[config.mk]
export PLATFORM = sky130hd
export DESIGN_NAME = alu_core
export DESIGN_NICKNAME = d
export VERILOG_FILES = /design/src/rtl/alu_pkg.sv /design/src/rtl/alu_ctrl.sv /design/src/rtl/alu_datapath.sv /design/src/rtl/alu_status.sv /design/src/rtl/alu_core.sv
export SDC_FILE = /design/constraint.sdc
export NUM_CORES = 1
export LEC_CHECK = 0
export ABC_AREA = 1
export CAP_MARGIN = 5
export CORE_ASPECT_RATIO = 1.5
export CORE_MARGIN = 2
export CORE_UTILIZATION = 40
export DETAILED_ROUTE_END_ITERATION = 7
export GPL_TIMING_DRIVEN = 0
export PLACE_DENSITY = 0.77
export SLEW_MARGIN = 20
export SYNTH_ARGS = -nofsm -noshare
export SYNTH_HDL_FRONTEND = slang
export SYNTH_SLANG_ARGS = --single-unit
[constraint.sdc]
create_clock -name vclk -period 15.3
set_clock_uncertainty 0.2 [all_clocks]
set_input_delay 3.06 -clock vclk [all_inputs]
set_output_delay 3.06 -clock vclk [all_outputs]
set_load 0.01 [all_outputs]
[src/rtl/alu_pkg.sv]
package alu_pkg;

  typedef enum logic [3:0] {
    OP_ADD  = 4'd0,  OP_ADDC = 4'd1,  OP_SUB  = 4'd2,  OP_SUBC = 4'd3,
    OP_CMP  = 4'd4,  OP_DADD = 4'd5,  OP_AND  = 4'd6,  OP_BIT  = 4'd7,
    OP_BIC  = 4'd8,  OP_BIS  = 4'd9,  OP_XOR  = 4'd10, OP_RRC  = 4'd11,
    OP_RRA  = 4'd12, OP_SWPB = 4'd13, OP_SXT  = 4'd14, OP_NONE = 4'd15
  } alu_op_e;

  typedef enum logic [3:0] {
    FN_ADD, FN_DADD, FN_AND, FN_BIC, FN_BIS, FN_XOR,
    FN_RRC, FN_RRA, FN_SWPB, FN_SXT
  } alu_fn_e;

  typedef enum logic [1:0] {
    CIN_ZERO, CIN_ONE, CIN_FLAG
  } cin_sel_e;

  localparam int C_BIT = 0;
  localparam int Z_BIT = 1;
  localparam int N_BIT = 2;
  localparam int V_BIT = 8;

  typedef struct packed {
    logic v;
    logic n;
    logic z;
    logic c;
  } flag_t;

  typedef struct packed {
    alu_fn_e  fn;
    logic     invertB;
    cin_sel_e cinSel;
    logic     forceWord;
    logic     writeEn;
    flag_t    flagMask;
  } alu_strobe_t;

endpackage

[src/rtl/alu_ctrl.sv]
module alu_ctrl
  import alu_pkg::*;
(
  input  logic [3:0]  opCode,
  output alu_strobe_t strobe
);

  localparam flag_t ALL_FLAGS = '{v: 1'b1, n: 1'b1, z: 1'b1, c: 1'b1};
  localparam flag_t NO_FLAGS  = '{v: 1'b0, n: 1'b0, z: 1'b0, c: 1'b0};
  localparam flag_t CZN_FLAGS = '{v: 1'b0, n: 1'b1, z: 1'b1, c: 1'b1};

  alu_op_e op;
  assign op = alu_op_e'(opCode);

  always_comb begin
    strobe.fn        = FN_ADD;
    strobe.invertB   = 1'b0;
    strobe.cinSel    = CIN_ZERO;
    strobe.forceWord = 1'b0;
    strobe.writeEn   = 1'b1;
    strobe.flagMask  = ALL_FLAGS;
    case (op)
      OP_ADD:  ;
      OP_ADDC: strobe.cinSel = CIN_FLAG;
      OP_SUB: begin
        strobe.invertB = 1'b1;
        strobe.cinSel  = CIN_ONE;
      end
      OP_SUBC: begin
        strobe.invertB = 1'b1;
        strobe.cinSel  = CIN_FLAG;
      end
      OP_CMP: begin
        strobe.invertB = 1'b1;
        strobe.cinSel  = CIN_ONE;
        strobe.writeEn = 1'b0;
      end
      OP_DADD: begin
        strobe.fn       = FN_DADD;
        strobe.cinSel   = CIN_FLAG;
        strobe.flagMask = CZN_FLAGS;
      end
      OP_AND:  strobe.fn = FN_AND;
      OP_BIT: begin
        strobe.fn      = FN_AND;
        strobe.writeEn = 1'b0;
      end
      OP_BIC: begin
        strobe.fn       = FN_BIC;
        strobe.flagMask = NO_FLAGS;
      end
      OP_BIS: begin
        strobe.fn       = FN_BIS;
        strobe.flagMask = NO_FLAGS;
      end
      OP_XOR:  strobe.fn = FN_XOR;
      OP_RRC: begin
        strobe.fn     = FN_RRC;
        strobe.cinSel = CIN_FLAG;
      end
      OP_RRA:  strobe.fn = FN_RRA;
      OP_SWPB: begin
        strobe.fn        = FN_SWPB;
        strobe.forceWord = 1'b1;
        strobe.flagMask  = NO_FLAGS;
      end
      OP_SXT: begin
        strobe.fn        = FN_SXT;
        strobe.forceWord = 1'b1;
      end
      default: begin
        strobe.writeEn  = 1'b0;
        strobe.flagMask = NO_FLAGS;
      end
    endcase
  end

endmodule

[src/rtl/alu_datapath.sv]
module alu_datapath
  import alu_pkg::*;
#(
  parameter int DATA_W = 16
) (
  input  logic [DATA_W-1:0] opA,
  input  logic [DATA_W-1:0] opB,
  input  logic              byteMode,
  input  logic              carryFlag,
  input  alu_strobe_t       strobe,
  output logic [DATA_W-1:0] result,
  output flag_t             newFlags
);

  localparam int BYTE_W = DATA_W / 2;
  localparam int DIGITS = DATA_W / 4;

  logic              wordSel;
  logic [DATA_W-1:0] sizeMask, msbMask;
  logic [DATA_W-1:0] aM, bM, bEff;
  logic              cin;
  logic [DATA_W:0]   sumWide;
  logic              addCarry;
  logic              signA, signB, signR;
  logic [DATA_W-1:0] res;

  assign wordSel  = strobe.forceWord | ~byteMode;
  assign sizeMask = wordSel ? {DATA_W{1'b1}} : {{BYTE_W{1'b0}}, {BYTE_W{1'b1}}};
  assign msbMask  = wordSel ? (DATA_W'(1) << (DATA_W-1)) : (DATA_W'(1) << (BYTE_W-1));
  assign aM       = opA & sizeMask;
  assign bM       = opB & sizeMask;
  assign bEff     = (strobe.invertB ? ~opB : opB) & sizeMask;

  always_comb begin
    case (strobe.cinSel)
      CIN_ONE:  cin = 1'b1;
      CIN_FLAG: cin = carryFlag;
      default:  cin = 1'b0;
    endcase
  end

  // Binary adder shared by add, subtract and compare
  assign sumWide  = {1'b0, aM} + {1'b0, bEff} + (DATA_W+1)'(cin);
  assign addCarry = wordSel ? sumWide[DATA_W] : sumWide[BYTE_W];

  // Decimal adder: a chain of per-digit adders with correction
  logic [DIGITS:0]   digCarry;
  logic [DATA_W-1:0] bcdSum;
  logic              decCarry;
  assign digCarry[0] = cin;

  for (genvar d = 0; d < DIGITS; d++) begin : g_digit
    logic [4:0] raw;
    assign raw = {1'b0, aM[4*d +: 4]} + {1'b0, bM[4*d +: 4]} + 5'(digCarry[d]);
    assign digCarry[d+1]  = (raw > 5'd9);
    assign bcdSum[4*d +: 4] = (raw > 5'd9) ? 4'(raw - 5'd10) : raw[3:0];
  end

  assign decCarry = wordSel ? digCarry[DIGITS] : digCarry[DIGITS/2];

  always_comb begin
    case (strobe.fn)
      FN_ADD:  res = sumWide[DATA_W-1:0];
      FN_DADD: res = bcdSum;
      FN_AND:  res = aM & bM;
      FN_BIC:  res = aM & ~bM;
      FN_BIS:  res = aM | bM;
      FN_XOR:  res = aM ^ bM;
      FN_RRC:  res = (aM >> 1) | (carryFlag ? msbMask : '0);
      FN_RRA:  res = (aM >> 1) | (aM & msbMask);
      FN_SWPB: res = {opA[BYTE_W-1:0], opA[DATA_W-1:BYTE_W]};
      FN_SXT:  res = {{BYTE_W{opA[BYTE_W-1]}}, opA[BYTE_W-1:0]};
      default: res = '0;
    endcase
    result = res & sizeMask;
  end

  assign signA = |(aM & msbMask);
  assign signB = |(bEff & msbMask);
  assign signR = |(result & msbMask);

  always_comb begin
    newFlags.n = signR;
    newFlags.z = (result == '0);
    newFlags.c = (result != '0);
    newFlags.v = 1'b0;
    case (strobe.fn)
      FN_ADD: begin
        newFlags.c = addCarry;
        newFlags.v = (signA == signB) && (signR != signA);
      end
      FN_DADD: newFlags.c = decCarry;
      FN_XOR:  newFlags.v = signA && (|(bM & msbMask));
      FN_RRC, FN_RRA: newFlags.c = opA[0];
      default: ;
    endcase
  end

endmodule

[src/rtl/alu_status.sv]
module alu_status
  import alu_pkg::*;
#(
  parameter int SR_W = 16
) (
  input  logic [SR_W-1:0] statusIn,
  input  flag_t           newFlags,
  input  flag_t           flagMask,
  input  logic [2:0]      condCode,
  output logic [SR_W-1:0] statusOut,
  output logic            jumpTaken
);

  logic [SR_W-1:0] maskVec, flagVec;

  always_comb begin
    maskVec = '0;
    flagVec = '0;
    maskVec[C_BIT] = flagMask.c;
    maskVec[Z_BIT] = flagMask.z;
    maskVec[N_BIT] = flagMask.n;
    maskVec[V_BIT] = flagMask.v;
    flagVec[C_BIT] = newFlags.c;
    flagVec[Z_BIT] = newFlags.z;
    flagVec[N_BIT] = newFlags.n;
    flagVec[V_BIT] = newFlags.v;
    statusOut = (statusIn & ~maskVec) | (flagVec & maskVec);
  end

  logic curC, curZ, curN, curV;
  assign curC = statusIn[C_BIT];
  assign curZ = statusIn[Z_BIT];
  assign curN = statusIn[N_BIT];
  assign curV = statusIn[V_BIT];

  always_comb begin
    case (condCode)
      3'd0:    jumpTaken = ~curZ;
      3'd1:    jumpTaken = curZ;
      3'd2:    jumpTaken = ~curC;
      3'd3:    jumpTaken = curC;
      3'd4:    jumpTaken = curN;
      3'd5:    jumpTaken = (curN == curV);
      3'd6:    jumpTaken = (curN != curV);
      default: jumpTaken = 1'b1;
    endcase
  end

endmodule

[src/rtl/alu_core.sv]
module alu_core
  import alu_pkg::*;
#(
  parameter int DATA_W = 16,
  parameter int SR_W   = 16
) (
  input  logic [DATA_W-1:0] opA,
  input  logic [DATA_W-1:0] opB,
  input  logic [3:0]        opCode,
  input  logic              byteMode,
  input  logic [SR_W-1:0]   statusIn,
  input  logic [2:0]        condCode,
  output logic [DATA_W-1:0] result,
  output logic              writeEn,
  output logic [SR_W-1:0]   statusOut,
  output logic              jumpTaken
);

  alu_strobe_t strobe;
  flag_t       newFlags;

  alu_ctrl u_ctrl (
    .opCode (opCode),
    .strobe (strobe)
  );

  alu_datapath #(.DATA_W(DATA_W)) u_dp (
    .opA       (opA),
    .opB       (opB),
    .byteMode  (byteMode),
    .carryFlag (statusIn[C_BIT]),
    .strobe    (strobe),
    .result    (result),
    .newFlags  (newFlags)
  );

  alu_status #(.SR_W(SR_W)) u_status (
    .statusIn  (statusIn),
    .newFlags  (newFlags),
    .flagMask  (strobe.flagMask),
    .condCode  (condCode),
    .statusOut (statusOut),
    .jumpTaken (jumpTaken)
  );

  assign writeEn = strobe.writeEn;

endmodule

## After elaboration in Yosys (flattened, before gate mapping)

Index checks and enable logic that the tools add are counted.
W data, S select, Z words.

- Memories: 0
- Logic and storage cells: 117
- Memory bits (writable): 0
- Latch bits: 0
- Bits of input ports: 56
- Register bits: 0
- Bits in read-only memories: 0
- Output and inout bits: 34

- Equality and inequality tests: 35
- Reduce and logical (&&, ||, !) cells: 19
- Shift operators: 0
- Magnitude comparators: 4
- Bitwise gates (word level): 24
- Divide/modulo/power cells: 0
- $add $sub $neg: 14
- Multipliers: 0
- Multiplexer cells: 21

Operators by type and width:

| cell | number |
|---|---|
| $and A16 B16 Y16 | 11 |
| $pmux W16 S10 | 1 |
| $mux W16 | 4 |
| $reduce_or A16 Y1 | 4 |
| $eq A4 B4 Y1 const B | 9 |
| $pmux W4 S9 | 1 |
| $eq A4 B3 Y1 const B | 8 |
| $not A16 Y16 | 2 |
| $or A15 B16 Y16 | 2 |
| $or A16 B16 Y16 | 2 |
| $add A4 B4 Y5 | 4 |
| $add A5 B1 Y5 | 4 |
| $gt A5 B4 Y1 const B | 4 |
| $add A16 B16 Y17 | 1 |
| $add A17 B1 Y17 | 1 |
| $eq A4 B2 Y1 const B | 4 |
| $logic_not A16 Y1 | 1 |
| $mux W4 | 4 |
| $not A9 Y16 | 1 |
| $reduce_bool A16 Y1 | 1 |
| $sub A4 B4 Y4 const B | 4 |
| $xor A16 B16 Y16 | 1 |
| $reduce_or A13 Y1 | 1 |
| $reduce_or A11 Y1 | 1 |
| other kinds (23) | 41 |

## Longest topological paths before layout

Gate-level depths: netlist of run 1.

- Depth after elaboration: 25
- Depth in mapped cells: 56
- Mapped depth without buffers: 55

## Modules after synthesis

A second synthesis of run 1 with hierarchy kept.

- Cell total of the unflattened synthesis: 768
- Area, all modules: 4270.3 µm²

Modules (own cells, without submodules):

| module | times used | cells each | seq. area each (µm²) | area an instance (µm²) |
|---|---|---|---|---|
| alu_datapath | 1 | 683 | 0.0 | 3843.7 |
| alu_status | 1 | 43 | 0.0 | 219.0 |
| alu_ctrl | 1 | 42 | 0.0 | 207.7 |

## Worst setup path after synthesis of run 1

OpenSTA, ideal clock, no wires.

- Path type: input to output
- From: input port opCode[1]
- To: output port statusOut[1]
- Path buffers: 1
- Path slack: 1.405 ns
- Cell stages on the path: 51
- Data arrival time: 10.635 ns
- Required time: 12.040 ns
- Cell sequence: buf_2 > nor2_1 > nand2_1 > nand2_1 > inv_1 > ha_1 > a21oi_1 > fa_1 > fa_1 > inv_1 > nand2_1 > nand2_1 > ha_1 > inv_1 > nor2_1 > a21oi_1 > nand2_1 > nand2_1 > (+15 left out) > inv_1 > fa_1 > inv_1 > fa_1 > xnor2_1 > ha_1 > nand2_1 > a21boi_0 > nand2_1 > nand2_1 > nand2_1 > nand3_1 > nand3_1 > nand2_1 > nand2_1 > nor2_1 > nand3_1 > o21ai_1

- Cells in the longest elaborated chain, start to end: 19
- Elaborated cells on any way between the ends: 82
- Those cells by class: 12 x add/sub; 4 x order compare; 25 x eq/ne; 15 x mux; 17 x bitwise; 9 x reduce/logical

RTL lines:

| item | line | RTL |
|---|---|---|
| start: declaration | alu_core.sv:9 | `input logic [3:0] opCode,` |
| $eq A4 B1 Y1 (tied with other cells) | alu_ctrl.sv:22 | `case (op)` |
| $reduce_or A4 Y1 (no line) or $reduce_or A2 Y1 (tied branches) | - |  |
| $pmux W2 S2 | alu_ctrl.sv:22 |  |
| $eq A2 B2 Y1 or $eq A2 B1 Y1 (tied branches) | alu_datapath.sv:35 | `case (strobe.cinSel)` |
| $pmux W1 S2 | alu_datapath.sv:35 |  |
| $add A5 B1 Y5 | alu_datapath.sv:54 | `assign raw = {1'b0, aM[4*d +: 4]} + {1'b0, bM[4*d +: 4]} + 5'(digCarry[d]);` |
| $gt A5 B4 Y1 | alu_datapath.sv:55, alu_datapath.sv:56 |  |
| $add A5 B1 Y5 | alu_datapath.sv:54 |  |
| (+3 left out) | - |  |
| $add A5 B1 Y5 | alu_datapath.sv:54 |  |
| $sub A4 B4 Y4 or $gt A5 B4 Y1 (tied branches) | alu_datapath.sv:56 | `assign bcdSum[4*d +: 4] = (raw > 5'd9) ? 4'(raw - 5'd10) : raw[3:0];` |
| $mux W4 | alu_datapath.sv:56 |  |
| $pmux W16 S10 | alu_datapath.sv:62 | `case (strobe.fn)` |
| $and A16 B16 Y16 | alu_datapath.sv:75 | `result = res & sizeMask;` |
| $logic_not A16 Y1 | alu_datapath.sv:84 | `newFlags.z = (result == '0);` |
| $and A9 B9 Y9 | alu_status.sv:27 | `statusOut = (statusIn & ~maskVec) \| (flagVec & maskVec);` |
| $or A16 B16 Y16 (*) | alu_status.sv:27 |  |
| end: declaration | alu_core.sv:15 | `output logic [SR_W-1:0] statusOut,` |

Mark *: on every way between the ends. The rest lies on a longest branch, timed or not.

## Final worst setup path of run 1

- From: input port opCode[1]
- To: output port statusOut[2]

- Cells in the longest elaborated chain, start to end: 20
- Elaborated cells on any way between the ends: 83
- Those cells by class: 12 x add/sub; 4 x order compare; 25 x eq/ne; 15 x mux; 18 x bitwise; 9 x reduce/logical

RTL lines:

| item | line | RTL |
|---|---|---|
| $eq A4 B1 Y1 (tied with other cells) | alu_ctrl.sv:22 |  |
| $reduce_or A4 Y1 (no line) or $reduce_or A2 Y1 (tied branches) | - |  |
| $pmux W2 S2 | alu_ctrl.sv:22 |  |
| $eq A2 B2 Y1 or $eq A2 B1 Y1 (tied branches) | alu_datapath.sv:35 |  |
| $pmux W1 S2 | alu_datapath.sv:35 |  |
| $add A5 B1 Y5 | alu_datapath.sv:54 |  |
| $gt A5 B4 Y1 | alu_datapath.sv:55, alu_datapath.sv:56 |  |
| $add A5 B1 Y5 | alu_datapath.sv:54 |  |
| (+4 left out) | - |  |
| $sub A4 B4 Y4 or $gt A5 B4 Y1 (tied branches) | alu_datapath.sv:56 |  |
| $mux W4 | alu_datapath.sv:56 |  |
| $pmux W16 S10 | alu_datapath.sv:62 |  |
| $and A16 B16 Y16 | alu_datapath.sv:75 |  |
| $and A16 B16 Y16 | alu_datapath.sv:80 | `assign signR = \|(result & msbMask);` |
| $reduce_or A16 Y1 | alu_datapath.sv:80 |  |
| $and A9 B9 Y9 | alu_status.sv:27 |  |
| $or A16 B16 Y16 (*) | alu_status.sv:27 |  |

Marks and branches as above.

==> flow_results.org, run 1 <==
** Worst setup path
- Required time worst endpoint :: 12040 ps
- The critical path is of the in2out type.
- Crit path top cell by count :: nand2_1
- Library cell contributing the largest single delay on the critical path :: clkdlybuf4s50_1
- On the worst path, the slowest cell contributes a delay of between 500 and 600 ps.
- Startpoint class of the critical path :: primary input
- For the worst setup path, the data arrival time is roughly 11000 ps.
- Critical path capture point type :: primary output
- Largest driver fanout on the critical path :: 8

** Synthesis
- Sorting the synthesized cells by area gives the leading types as nand2_1, ha_1, inv_1, nand3_1, nor2_1.
- Number of distinct library cells after synthesis :: 36
- Post-synthesis sequential area ratio :: 0
- The Yosys step of the flow raised 0 warnings.
- The cell area that synthesis handed to floorplanning was between 0.004 and 0.005 sq mm.
- Mean post-synth cell area :: 5.11 sq um
- Synthesis produced a netlist whose cell count is 812.
- Cell accounting for the most synthesized area :: nand2_1
- When the netlist entered floorplanning its net count stood at around 900.
- Yosys top cell area share :: 0.243

** Timing
- Setup violations remaining at the end of the flow were counted as 0.
- The worst pin sits at a relative slew slack of 0.593.
- Derived from the worst setup path, the maximum achievable clock frequency is 68.5 MHz.
- Post-route setup TNS :: 0 ps
- The number of pins exceeding their max-slew limit in the final report is 0.
- The number of endpoints with negative hold slack in the final report came to 0.
- Transition time at the pin with the least slew margin :: roughly 600 ps
- Portion of the clock cycle consumed by the worst path in the final layout :: 0.954
- Minimum period implied by the final worst setup slack :: 14590 ps

** Flow run
- Number of max-capacitance violations reported :: 0

** Floorplanning
- Overall die area :: ~0.011 sq mm
- For this design the top-level I/O count stands at 90.
- In this run the vertical extent of the chip is about 130 um.
- Number of cell rows :: 45
- The core region is around 0.01 sq mm.
- The die is between 80 and 90 um wide.
- Starting utilization of the core area :: 0.410

** Finish
- The library cells used most frequently in the layout, excluding fill and tap cells, are nand2_1, inv_1, nor2_1.
- From synthesis to final layout, the design area changed by 24.8%.
- Fraction of final layout cells sized beyond drive strength 1 :: 0.0851
- Most common library cell in the layout ignoring fill and taps :: nand2_1
- Measured on the finished design, the core utilization comes to 0.511.
- Number of flip-flops and latches :: 0
- Footprint of the multi-input gates :: 0.00358 sq mm
- Sequential cell area :: 0 sq um
- Non-filler cells in the finished layout :: a little over 1000
- Clock buffer instance count of the final layout :: 0
- After filler insertion, the fill cell instance count of the layout stands at roughly 1100.
- Total number of nets in the final design :: between 1000 and 1500
- 0 antenna diodes ended up in the layout.

** Pwr
- Combinational fraction of design power :: 1.000
- Pwr Density :: about 46 mW/mm^2
- Of the total power, the clock network draws 0.
- Of the total power, registers draw 0.
- The analysis attributes to cell leakage a power of 2.91 nW.
- IR analysis of the VDD net gives a maximum drop of 15.5 uV.
- Internal power comes to 0.0970 mW.
- Summed over all nets, the switching power comes to ~0.14 mW.
- Switch share :: 0.597

** Routing
- Final routed wirelength across all metal layers :: 15100 um
- DRC violation count after routing :: 0
- Across all layers, the routed design uses 5482 vias.
- After detailed routing, the number of vias per cell comes to around 5.4.
- For this block, the initial DRC count from the detailed router was 481.
- Post-DRT Antenna Nets :: 0
- Wire per inst :: 14.9 um
- Pre-Repair DR Iteration Count :: 6

** GRT
- For this run, the total global-route usage over all layers was measured as 0.258.
- Total grt overflow :: 0
- First-pass GRT wire length :: ~23000 um
- Largest net degree at the start of global routing :: 11
- Vias in the first global route :: 5004
- Initial antenna violation count :: 0

** Placement
- Port buffering added 76 buffers.
- Post-detail-place hpwl :: 12400 um
- Placed instance count :: ~1000
- Routability-driven placement finished with a final weighted congestion of approximately 0.98.

** Worst hold path
- HP Class :: in2out

** Run status
- Run status :: finished, final reports clean
-- power by group through the flow --
stage	Sequential, mW	Clock (mW)	Combinational [mW]
final	0	0	0.240
after global routing	0	0	0.270
after CTS	0	0	0.232
after detailed placement	0	0	0.229
after global placement	0	0	0.227
after floorplan	0	0	0.151
-- Yosys cell counts (all sizes together) --
cell / number
a21oi: 41
o21ai: 47
ha: 49
fa: 10
a21o: 1
a211oi: 1
clkbuf: 3
xnor2: 3
nor2: 96
nand2: 277
buf: 22
nand3b: 3
and2: 3
nor3: 1
nor3b: 1
o22ai: 5
mux2i: 1
inv: 134
nand4: 7
o2111ai: 1
nand3: 86
a21boi: 1
o211ai: 5
xor2: 9
or2: 3
a31oi: 2
-- stage by stage --
stage	worst slack [ps]	power, mW	hold slack [ps]	area (sq um)
2_1_floorplan	1410	0.151	6010	4150
3_3_place_gp	-563	0.227	6490	5060
3_5_place_dp	-626	0.229	6490	5060
4_1_cts	16.7	0.232	6490	5090
5_1_grt	-27.0	0.270	6490	5180
6_report	711	0.240	6480	5180
-- routing by layer --
layer | GRT usage | part of all wire | vias to the layer above
met5 | 0 | 0 | -
li1 | - | - | 2720
met1 | 0.299 | 0.38 | 2416
met3 | 0.0160 | 0.074 | 74
met4 | 0.152 | 0.073 | 0
met2 | 0.458 | 0.47 | 272
-- final timing paths --
check,start,cells after the start,end
worst max-delay path,opCode[1],52,statusOut[2]
worst min-delay path,statusIn[6],2,statusOut[6]
-- cell type report --
class	instances	area share
plain buffers	25	0.0297
repair buffers	81	0.154
multi-input cells	653	0.691
well taps	117	0.0283
inverters	134	0.0971
-- cells by family (layout without fill, tap and decap cells) --
logic type,count (synthesis),in the layout,share of synthesized area
and+or+nand+nor,477,477,0.484
buffers and inverters,159,240,0.158
AOI/OAI and AO/OA,104,104,0.135
adders and majority gates,59,59,0.196
xor gates and xnor gates,12,12,0.0253
muxes,1,1,0.00241
-- worst max-delay path, delay by kind of cell --
family,cells,cell delay [ps]
buffers and inverters,11,1390
AOI/OAI and AO/OA,5,360
adders and majority gates,12,4200
and+or+nand+nor,23,2160
xor gates and xnor gates,1,190
-- timing repair --
| item | in CTS | in global routing |
|---|---|---|
| gates resized for setup | 11 | 25 |
| pin swaps | 1 | 5 |
| setup endpoints to repair | 7 | 7 |
| buffers inserted | 1 | 4 |
| hold buffers | 0 | 0 |
Note: power is estimated with default switching activity, not from simulation.
==> inputs of run 2 (changes only) <==
CAP_MARGIN = 30   (was 5)
SLEW_MARGIN = 25   (was 20)
==> results of run 2 <==
No change in the layout: final DEF, timing and power equal those of run 1.
